**src/rtl/mdio_am_pkg.sv**
```systemverilog
package mdio_am_pkg;

    localparam int MAM_ADDR_W   = 5;
    localparam int MAM_PRE_LEN  = 32;
    localparam int MAM_OP_W     = 2;
    localparam int MAM_REGAD_W  = 5;
    localparam int MAM_TA_W     = 2;
    localparam int MAM_DATA_W   = 16;

    localparam logic [1:0] OPC_READ  = 2'b10;
    localparam logic [1:0] OPC_WRITE = 2'b01;

    typedef enum logic [2:0] {
        ST_HUNT,
        ST_START,
        ST_OPC,
        ST_ADDR,
        ST_REST
    } mam_state_e;

    function automatic logic opcode_ok(input logic [1:0] op);
        return (op == OPC_READ) || (op == OPC_WRITE);
    endfunction

endpackage

```
**src/rtl/mdio_pre_det.sv**
```systemverilog
module mdio_pre_det #(
    parameter int PRE_LEN = 32
) (
    input  logic clk,
    input  logic rst,
    input  logic hunting,
    input  logic bit_in,
    output logic pre_sat
);
    localparam int PRE_W = $clog2(PRE_LEN + 1);

    logic [PRE_W-1:0] ones_q;

    assign pre_sat = (ones_q == PRE_W'(PRE_LEN));

    always_ff @(posedge clk) begin
        if (rst || !hunting || !bit_in) begin
            ones_q <= '0;
        end else if (!pre_sat) begin
            ones_q <= ones_q + 1'b1;
        end
    end
endmodule

```
**src/rtl/mdio_field_shift.sv**
```systemverilog
module mdio_field_shift #(
    parameter int W = 5
) (
    input  logic         clk,
    input  logic         rst,
    input  logic         shift_en,
    input  logic         bit_in,
    output logic [W-1:0] field_q,
    output logic [W-1:0] field_next
);
    assign field_next = {field_q[W-2:0], bit_in};

    always_ff @(posedge clk) begin
        if (rst) begin
            field_q <= '0;
        end else if (shift_en) begin
            field_q <= field_next;
        end
    end
endmodule

```
**src/rtl/mdio_addr_cmp.sv**
```systemverilog
module mdio_addr_cmp #(
    parameter int ADDR_W   = 5,
    parameter int OWN_MIN  = 1,
    parameter int OWN_MAX  = 7
) (
    input  logic [ADDR_W-1:0] addr,
    input  logic [ADDR_W-1:0] own_addr,
    input  logic              bcast_en,
    output logic              hit
);
    logic own_legal;
    logic own_hit;
    logic bc_hit;

    assign own_legal = (own_addr >= ADDR_W'(OWN_MIN)) && (own_addr <= ADDR_W'(OWN_MAX));
    assign own_hit   = own_legal && (addr == own_addr);
    assign bc_hit    = bcast_en && (addr == '0);
    assign hit       = own_hit || bc_hit;
endmodule

```
**src/rtl/mdio_phyaddr_match.sv**
```systemverilog
module mdio_phyaddr_match
    import mdio_am_pkg::*;
#(
    parameter int ADDR_W  = MAM_ADDR_W,
    parameter int PRE_LEN = MAM_PRE_LEN,
    parameter int REGAD_W = MAM_REGAD_W,
    parameter int TA_W    = MAM_TA_W,
    parameter int DATA_W  = MAM_DATA_W,
    parameter int OWN_MIN = 1,
    parameter int OWN_MAX = 7
) (
    input  logic              clk,
    input  logic              rst,
    input  logic              mdio_in,
    input  logic [ADDR_W-1:0] own_addr,
    input  logic              bcast_en,
    output logic              respond
);
    localparam int REST_LEN = REGAD_W + TA_W + DATA_W;
    localparam int CNT_W    = $clog2(REST_LEN + 1);

    mam_state_e        state_q, state_d;
    logic [CNT_W-1:0]  cnt_q, cnt_d;
    logic              resp_q, resp_d;
    logic              pre_sat;
    logic              shift_en;
    logic              hit;
    logic [ADDR_W-1:0] field_q;
    logic [ADDR_W-1:0] field_next;

    mdio_pre_det #(.PRE_LEN(PRE_LEN)) u_pre (
        .clk     (clk),
        .rst     (rst),
        .hunting (state_q == ST_HUNT),
        .bit_in  (mdio_in),
        .pre_sat (pre_sat)
    );

    assign shift_en = (state_q == ST_OPC) || (state_q == ST_ADDR);

    mdio_field_shift #(.W(ADDR_W)) u_shift (
        .clk        (clk),
        .rst        (rst),
        .shift_en   (shift_en),
        .bit_in     (mdio_in),
        .field_q    (field_q),
        .field_next (field_next)
    );

    mdio_addr_cmp #(
        .ADDR_W  (ADDR_W),
        .OWN_MIN (OWN_MIN),
        .OWN_MAX (OWN_MAX)
    ) u_cmp (
        .addr     (field_next),
        .own_addr (own_addr),
        .bcast_en (bcast_en),
        .hit      (hit)
    );

    always_comb begin
        state_d = state_q;
        cnt_d   = cnt_q;
        resp_d  = resp_q;
        unique case (state_q)
            ST_HUNT: begin
                if (!mdio_in && pre_sat) begin
                    state_d = ST_START;
                end
            end
            ST_START: begin
                if (mdio_in) begin
                    state_d = ST_OPC;
                    cnt_d   = CNT_W'(MAM_OP_W - 1);
                end else begin
                    state_d = ST_HUNT;
                end
            end
            ST_OPC: begin
                if (cnt_q == '0) begin
                    if (opcode_ok(field_next[1:0])) begin
                        state_d = ST_ADDR;
                        cnt_d   = CNT_W'(ADDR_W - 1);
                    end else begin
                        state_d = ST_HUNT;
                    end
                end else begin
                    cnt_d = cnt_q - 1'b1;
                end
            end
            ST_ADDR: begin
                if (cnt_q == '0) begin
                    state_d = ST_REST;
                    cnt_d   = CNT_W'(REST_LEN - 1);
                    resp_d  = hit;
                end else begin
                    cnt_d = cnt_q - 1'b1;
                end
            end
            ST_REST: begin
                if (cnt_q == '0) begin
                    state_d = ST_HUNT;
                    resp_d  = 1'b0;
                end else begin
                    cnt_d = cnt_q - 1'b1;
                end
            end
            default: begin
                state_d = ST_HUNT;
                resp_d  = 1'b0;
            end
        endcase
    end

    always_ff @(posedge clk) begin
        if (rst) begin
            state_q <= ST_HUNT;
            cnt_q   <= '0;
            resp_q  <= 1'b0;
        end else begin
            state_q <= state_d;
            cnt_q   <= cnt_d;
            resp_q  <= resp_d;
        end
    end

    assign respond = resp_q;
endmodule

```
**config.mk**
```make
export PLATFORM = sky130hd
export DESIGN_NAME = mdio_phyaddr_match
export DESIGN_NICKNAME = d
export VERILOG_FILES = /design/src/rtl/mdio_am_pkg.sv /design/src/rtl/mdio_pre_det.sv /design/src/rtl/mdio_field_shift.sv /design/src/rtl/mdio_addr_cmp.sv /design/src/rtl/mdio_phyaddr_match.sv
export SDC_FILE = /design/constraint.sdc
export NUM_CORES = 1
export LEC_CHECK = 0
export BUFFER_PORTS_ARGS = -buffer_cell sky130_fd_sc_hd__buf_2
export CORE_MARGIN = 3
export CORE_UTILIZATION = 52
export CTS_CLUSTER_SIZE = 8
export DETAILED_ROUTE_END_ITERATION = 10
export PLACE_DENSITY_LB_ADDON = 0.2
export SYNTH_ARGS = -nofsm -noshare
export SYNTH_HDL_FRONTEND = slang
export SYNTH_SLANG_ARGS = --single-unit
```
**constraint.sdc**
```tcl
create_clock -name clk -period 1.66 [get_ports clk]
set_input_delay 0.166 -clock clk [delete_from_list [all_inputs] [get_ports clk]]
set_output_delay 0.166 -clock clk [all_outputs]
set_load 0.05 [all_outputs]
```
**Word level (Yosys, flattened, before mapping)**

Index checks and enable logic that the tools add are counted.

- Logic and storage cells: 60
- Input port bits: 9
- Register bits: 19
- Output and inout port bits: 1

- Equal/unequal tests: 15
- Bitwise gates (word level): 1
- $lt $le $gt $ge: 2
- $add $sub $neg: 2
- Reduce and logical (&&, ||, !) cells: 19
- Muxes and demuxes: 16

Operators with widths:

| cell | number |
|---|---|
| 5-bit 2-to-1 mux | 5 |
| 5-bit one-hot mux with 4 select lines | 1 |
| 3-bit one-hot mux with 5 select lines | 1 |
| 3-bit 2-to-1 mux | 4 |
| 5-bit logical NOT | 2 |
| 2-bit != test, second input constant | 4 |
| 4-bit AND reduction | 2 |
| 6-bit by 1-bit adder with 6-bit output, second input constant | 1 |
| 3-bit by 2-bit equality test with 1-bit output, second input constant | 2 |
| 6-bit equality test, second input constant | 1 |
| 5-bit equality test | 1 |
| 5-bit by 1-bit >= comparator with 1-bit output, second input constant | 1 |
| 5-bit by 3-bit <= comparator with 1-bit output, second input constant | 1 |
| 1-bit logical OR | 5 |
| 5-bit by 1-bit subtractor with 5-bit output, second input constant | 1 |
| 1-bit logical AND | 4 |
| 2-bit 2-to-1 mux | 2 |
| 2-bit by 1-bit != test with 1-bit output, second input constant | 2 |
| 4-bit nonzero test | 1 |
| 3-bit by 1-bit equality test with 1-bit output, second input constant | 1 |
| 3-bit equality test, second input constant | 1 |
| 3-bit logical NOT | 1 |
| 3-bit by 2-bit != test with 1-bit output, second input constant | 1 |
| 1-bit one-hot mux with 3 select lines | 1 |
| 7 further kinds | 9 |

**Logic depth before layout (Yosys ltp)**

- Depth after elaboration: 6
- Depth in mapped cells: 7
- Depth with buffers taken out: 6

**By module**

From an unflattened synthesis, not the netlist that was laid out.

- Cell total of the unflattened synthesis: 136
- Area total of the unflattened synthesis: 1223.7 sq um

Modules (own cells, without submodules):

| module | instances | sequential area each (sq um) | area each (sq um) | cells an instance |
|---|---|---|---|---|
| mdio_phyaddr_match | 1 | 180.2 | 623.1 | 72 |
| mdio_pre_det | 1 | 120.1 | 310.3 | 33 |
| mdio_field_shift | 1 | 100.1 | 217.7 | 21 |
| mdio_addr_cmp | 1 | 0.0 | 72.6 | 10 |

**Worst setup path after synthesis**

OpenSTA, ideal clock, no wires.

- Path kind: register to register
- Start point: register cnt_q[0]
- End point: register cnt_q[2]
- Path slack: 66 ps
- Path buffers: 1
- Required time: 1540 ps
- Cell stages (with the launch flop): 8
- Setup time: 120 ps
- Arrival: 1474 ps
- Period minus slack after synthesis: 1594 ps
- Path through: dfxtp_1 > inv_1 > ha_1 > nor4b_4 > buf_6 > a211o_2 > a41oi_1 > nand2_1

- Word-level cells in the longest chain between the ends: 3
- Elaborated cells on any way between the ends: 9
- Classes of those cells: add/sub: 1; eq/ne: 2; mux: 4; reduce/logical: 2

Ends and longest elaborated chain:

| item | RTL line | RTL |
|---|---|---|
| from (decl) | mdio_phyaddr_match.sv:23 | `logic [CNT_W-1:0] cnt_q, cnt_d;` |
| from (signal assigned) | mdio_phyaddr_match.sv:122 | `cnt_q <= cnt_d;` |
| 5-bit by 1-bit subtractor with 5-bit output or 5-bit logical NOT (tied branches) | - |  |
| 5-bit 2-to-1 mux, or another cell as far along | mdio_phyaddr_match.sv:101 | `if (cnt_q == '0) begin` |
| 5-bit one-hot mux with 4 select lines or 4-bit AND reduction (tied branches) | - |  |

Parallel ways exist; a longest one is shown, timed or not. The select of a mux whose other input is x is not followed.
A chain may end at the register's enable or synchronous reset.

**Worst setup path after layout**

- Start point: register cnt_q[1]
- End point: register resp_q (netlist: respond)

- Word-level cells in the longest chain between the ends: 3
- Elaborated cells on any way between the ends: 4
- Classes of those cells: eq/ne: 2; reduce/logical: 2

Ends and longest elaborated chain:

| item | RTL line | RTL |
|---|---|---|
| 5-bit logical NOT * | mdio_phyaddr_match.sv:92, mdio_phyaddr_match.sv:101 |  |
| 2-bit != test (no line) or 2-bit by 1-bit != test with 1-bit output (tied branches) | - |  |
| 3-bit AND reduction (no line) * | - |  |
| to (signal assigned) | mdio_phyaddr_match.sv:123 | `resp_q <= resp_d;` |
| to (decl) | mdio_phyaddr_match.sv:24 | `logic resp_q, resp_d;` |

Mark *: on every way between the ends. The rest lies on a longest branch, timed or not.

==> flow_metrics.py <==
metrics = {
    "global_route": {
        "grt_pass1_vias": 1030,
        "grtUsageTotal_pct": 20.8,
        "grt_start_max_net_pins": 15,
        "grt-ovfl-total": 0,
        "antenna_found_initial": 0,
        "grt_pass1_wl_um": 4330,
    },
    "logic_synthesis": {
        "ys.warnings.count": 0,
        "synth_nets": 154,
        "synth.distinct_cells": 47,
        "yosys.area.top_type_share_pct": 32.7,
        "yosys.area.top_type": "dfxtp_1",
        "netlist_area_um2": 1160,
        "yosysSeqAreaShare_pct": 32.7,
        "ys.flop_type": "dfxtp_1",
        "synth-edff-count": 0,
        "async_reset_ff_share_pct": 0,
        "synth.area.top_cells": "dfxtp_1 33%, a21oi_1 4.7%, nand3_1 4.7%",
        "synth_seq_cells": 19,
        "syn_inst": 141,
        "avgSynthCellArea_um2": 8.24,
    },
    "setup_path": {
        "ff2ff_setup_slack_ns": 0.07,
        "required_ns": 1.88,
        "cp_cell_sequence": "inv_1 -> ha_2 -> nor4b_4 -> buf_12 -> o21ai_0 -> a21o_1 -> a31o_1",
        "start_kind": "flip-flop",
        "rr_worst_depth": 7,
        "r2r-start": "cnt_q[1]",
        "cpMaxStageDelayCell": "dfxtp_2",
        "critPathCaptureType": "flip-flop",
        "worst_ep_arrival_time_ns": 1.81,
        "reg2reg_to": "respond",
        "slowest_delay_ns": 0.35,
        "worst-setup-path-type": "reg -> reg",
        "cp_max_fo": 13,
        "crit_path_start": "cnt_q[1]",
    },
    "detailed_routing": {
        "drtPass1Iterations": 4,
        "via_count": 1080,
        "wirelength_um": 2610,
        "vias_per_cell": 5.81,
        "drt_iter0_drc": 30,
        "wire_per_inst_um": 14.0,
        "drc": 0,
        "ant_nets": 0,
    },
    "sta": {
        "fin_crit_ns": 1.59,
        "clock.fmax_mhz": 628,
        "hold_slack_ns": 0.210,
        "rsz0062_at_grt": "false",
        "finalMaxSlewViolations": 0,
        "slew_headroom_pct": 66.9,
        "tns_ns": 0,
        "tightest_slew_ns": 0.483,
        "fin_worst_skew_ns": 0.00958,
        "finalHoldViolCount": 0,
        "worst_slack_ns": 0.0668,
        "finalCritPeriodShare_pct": 96.0,
        "setup_viol": 0,
    },
    "layout": {
        "fillers": 191,
        "stdcell_area_um2": 1350,
        "drive_above_1_share_pct": 27.0,
        "area_delta_synth_final_pct": 16.1,
        "layout.nets": 173,
        "finish.utilization_pct": 66.1,
        "antennaDiodeCount": 0,
    },
    "hold_path": {
        "hp-class": "in -> reg",
        "hold_depth": 2,
        "hp-start": "rst",
        "min_to": "cnt_q[0]",
    },
    "power": {
        "pwr_density_cell_nw_per_um2": 561,
        "leakagePower_nw": 0.484,
        "vdd_drop_max_mv": 0.551,
        "intPower_w": 0.000571,
        "p_clk_share_pct": 32.3,
        "seq_power_share_pct": 60.8,
        "power.switching_w": 0.000186,
        "power.share.combinational_pct": 7.0,
        "switching_share_pct": 24.6,
    },
    "floorplanning": {
        "rows": 16,
        "fp.dieArea_um2": 2840,
        "start_util_pct": 56.9,
        "die_h_um": 53.3,
        "coreArea_um2": 2040,
        "chipWidth_um": 53.3,
        "io_pins": 10,
    },
    "cts": {
        "htree_num_levels": 1,
        "cts_sinks": 19,
        "clockBufferDepth": 2,
        "clk_latency_ns": 0.30,
        "path_clk_slew_ns": 0.12,
        "cts_tree": "yes",
        "cts_hold_buf": 0,
        "clk_root_buffer_cell": "clkbuf_4",
        "cts_buffers": 3,
    },
    "placement": {
        "place_ws_ns": -0.00571,
        "io_buffers": 9,
        "gp_congestion": 0.900,
        "hpwl_um": 2000,
        "dpl-instance-area_um2": 1280,
    },
    "flow_run": {
        "drv_cap": 0,
    },
    "run_status": {
        "status": "finished, final reports clean",
    },
}
[placed cells by master, fill, tap and decap left out, types with 2 or more instances in the layout]
master / n
nor2_1: 13
nand2b_1: 2
inv_1: 11
nor3_1: 3
nand2_1: 11
a211oi_2: 2
xor2_1: 2
a2111oi_0: 2
dfxtp_2: 3
or3_1: 2
nor3b_1: 2
nor2_2: 2
dfxtp_1: 16
a21oi_1: 11
ha_1: 3
buf_4: 11
nand4_1: 2
a31oi_1: 3
o21ai_0: 2
clkbuf_4: 3
nand3_1: 10
nor4_1: 2
xnor2_1: 5
buf_2: 9
[through the flow]
stage	power, W	std cells
after CTS	0.000763	185
after detailed placement	0.000522	181
after global routing	0.000792	186
final	0.000757	186
after global placement	0.000520	181
after floorplan	0.000500	141
[cell usage after synthesis, drive strengths merged, types with 2 or more instances]
cell type	count
dfxtp	19
nor2	15
a21oi	11
inv	11
nand2	11
nand3	11
xnor2	5
buf	4
ha	4
a2111oi	3
a31oi	3
nor3	3
nor3b	3
o21ai	3
a211oi	2
a41oi	2
clkbuf	2
nand2b	2
nand4	2
nor4	2
or3	2
xor2	2
[layer usage]
metal  part of all wire [%]  up-vias  global-route usage, %
met5                      0        -                      0
met4                    2.0        0                   9.79
met3                    5.8        6                   5.63
met2                     46       37                   32.4
met1                     46      488                   26.2
li1                       -      549                      -
[cells by family after synthesis]
family                     share of synthesized area [%]
muxes                                              0.861
adders and majority gates                           4.31
and+or+nand+nor                                     28.2
DFF                                                 32.7
AOI/OAI and AO/OA                                   20.6
buffers and inverters                               8.07
xor gates and xnor gates                            5.27
[worst max-delay path by stage]
stage                    end  slack (ns)  cells past startpoint
finish               respond        0.07                      7
CTS                  respond        0.03                      7
floorplan           cnt_q[2]        0.07                      7
global placement    cnt_q[3]     -0.0005                      5
detailed placement  cnt_q[0]      -0.006                      7
global route        cnt_q[2]       0.002                      4
[critical path: cells and delay by family (launching register included)]
kind	cells	cell delay [ns]
flip-flops	1	0.35
AO/OA/AOI/OAI	3	0.45
AND/OR/NAND/NOR	1	0.28
adder cells (fa/ha/maj)	1	0.19
buffers and inverters	2	0.22
[power by group through the flow]
stage / clock network (W) / registers [W] / logic, W
6_report: 0.000244 / 0.000460 / 0.0000528
5_1_grt: 0.000272 / 0.000461 / 0.0000589
4_1_cts: 0.000250 / 0.000460 / 0.0000527
3_5_place_dp: 0 / 0.000470 / 0.0000518
3_3_place_gp: 0 / 0.000470 / 0.0000493
2_1_floorplan: 0 / 0.000470 / 0.0000301
[sequential cells by signal, summed over array words and instances, names as in the netlist]
signal           cells
u_pre.ones_q         6
cnt_q                5
u_shift.field_q      4
state_q              3
respond              1
[layout make-up]
type                            count  area (um^2)  share of cell area, %
Tap cell                           27         33.8                   2.50
Sequential cell                    19          384                   28.5
Clock inverter                      1         5.00                  0.371
Multi-Input combinational cell    104          716                   53.0
Timing Repair Buffer               21          148                   10.9
Clock buffer                        3         22.5                   1.67
Inverter                           11         41.3                   3.06
[timing repair]
item                                    4_1_cts  5_1_grt
setup buffers                                 0        1
pin swaps                                     0        2
endpoints found under the setup margin        1        6
gates resized for setup                       2        7
No activity file was read; power rests on OpenSTA's default activity.
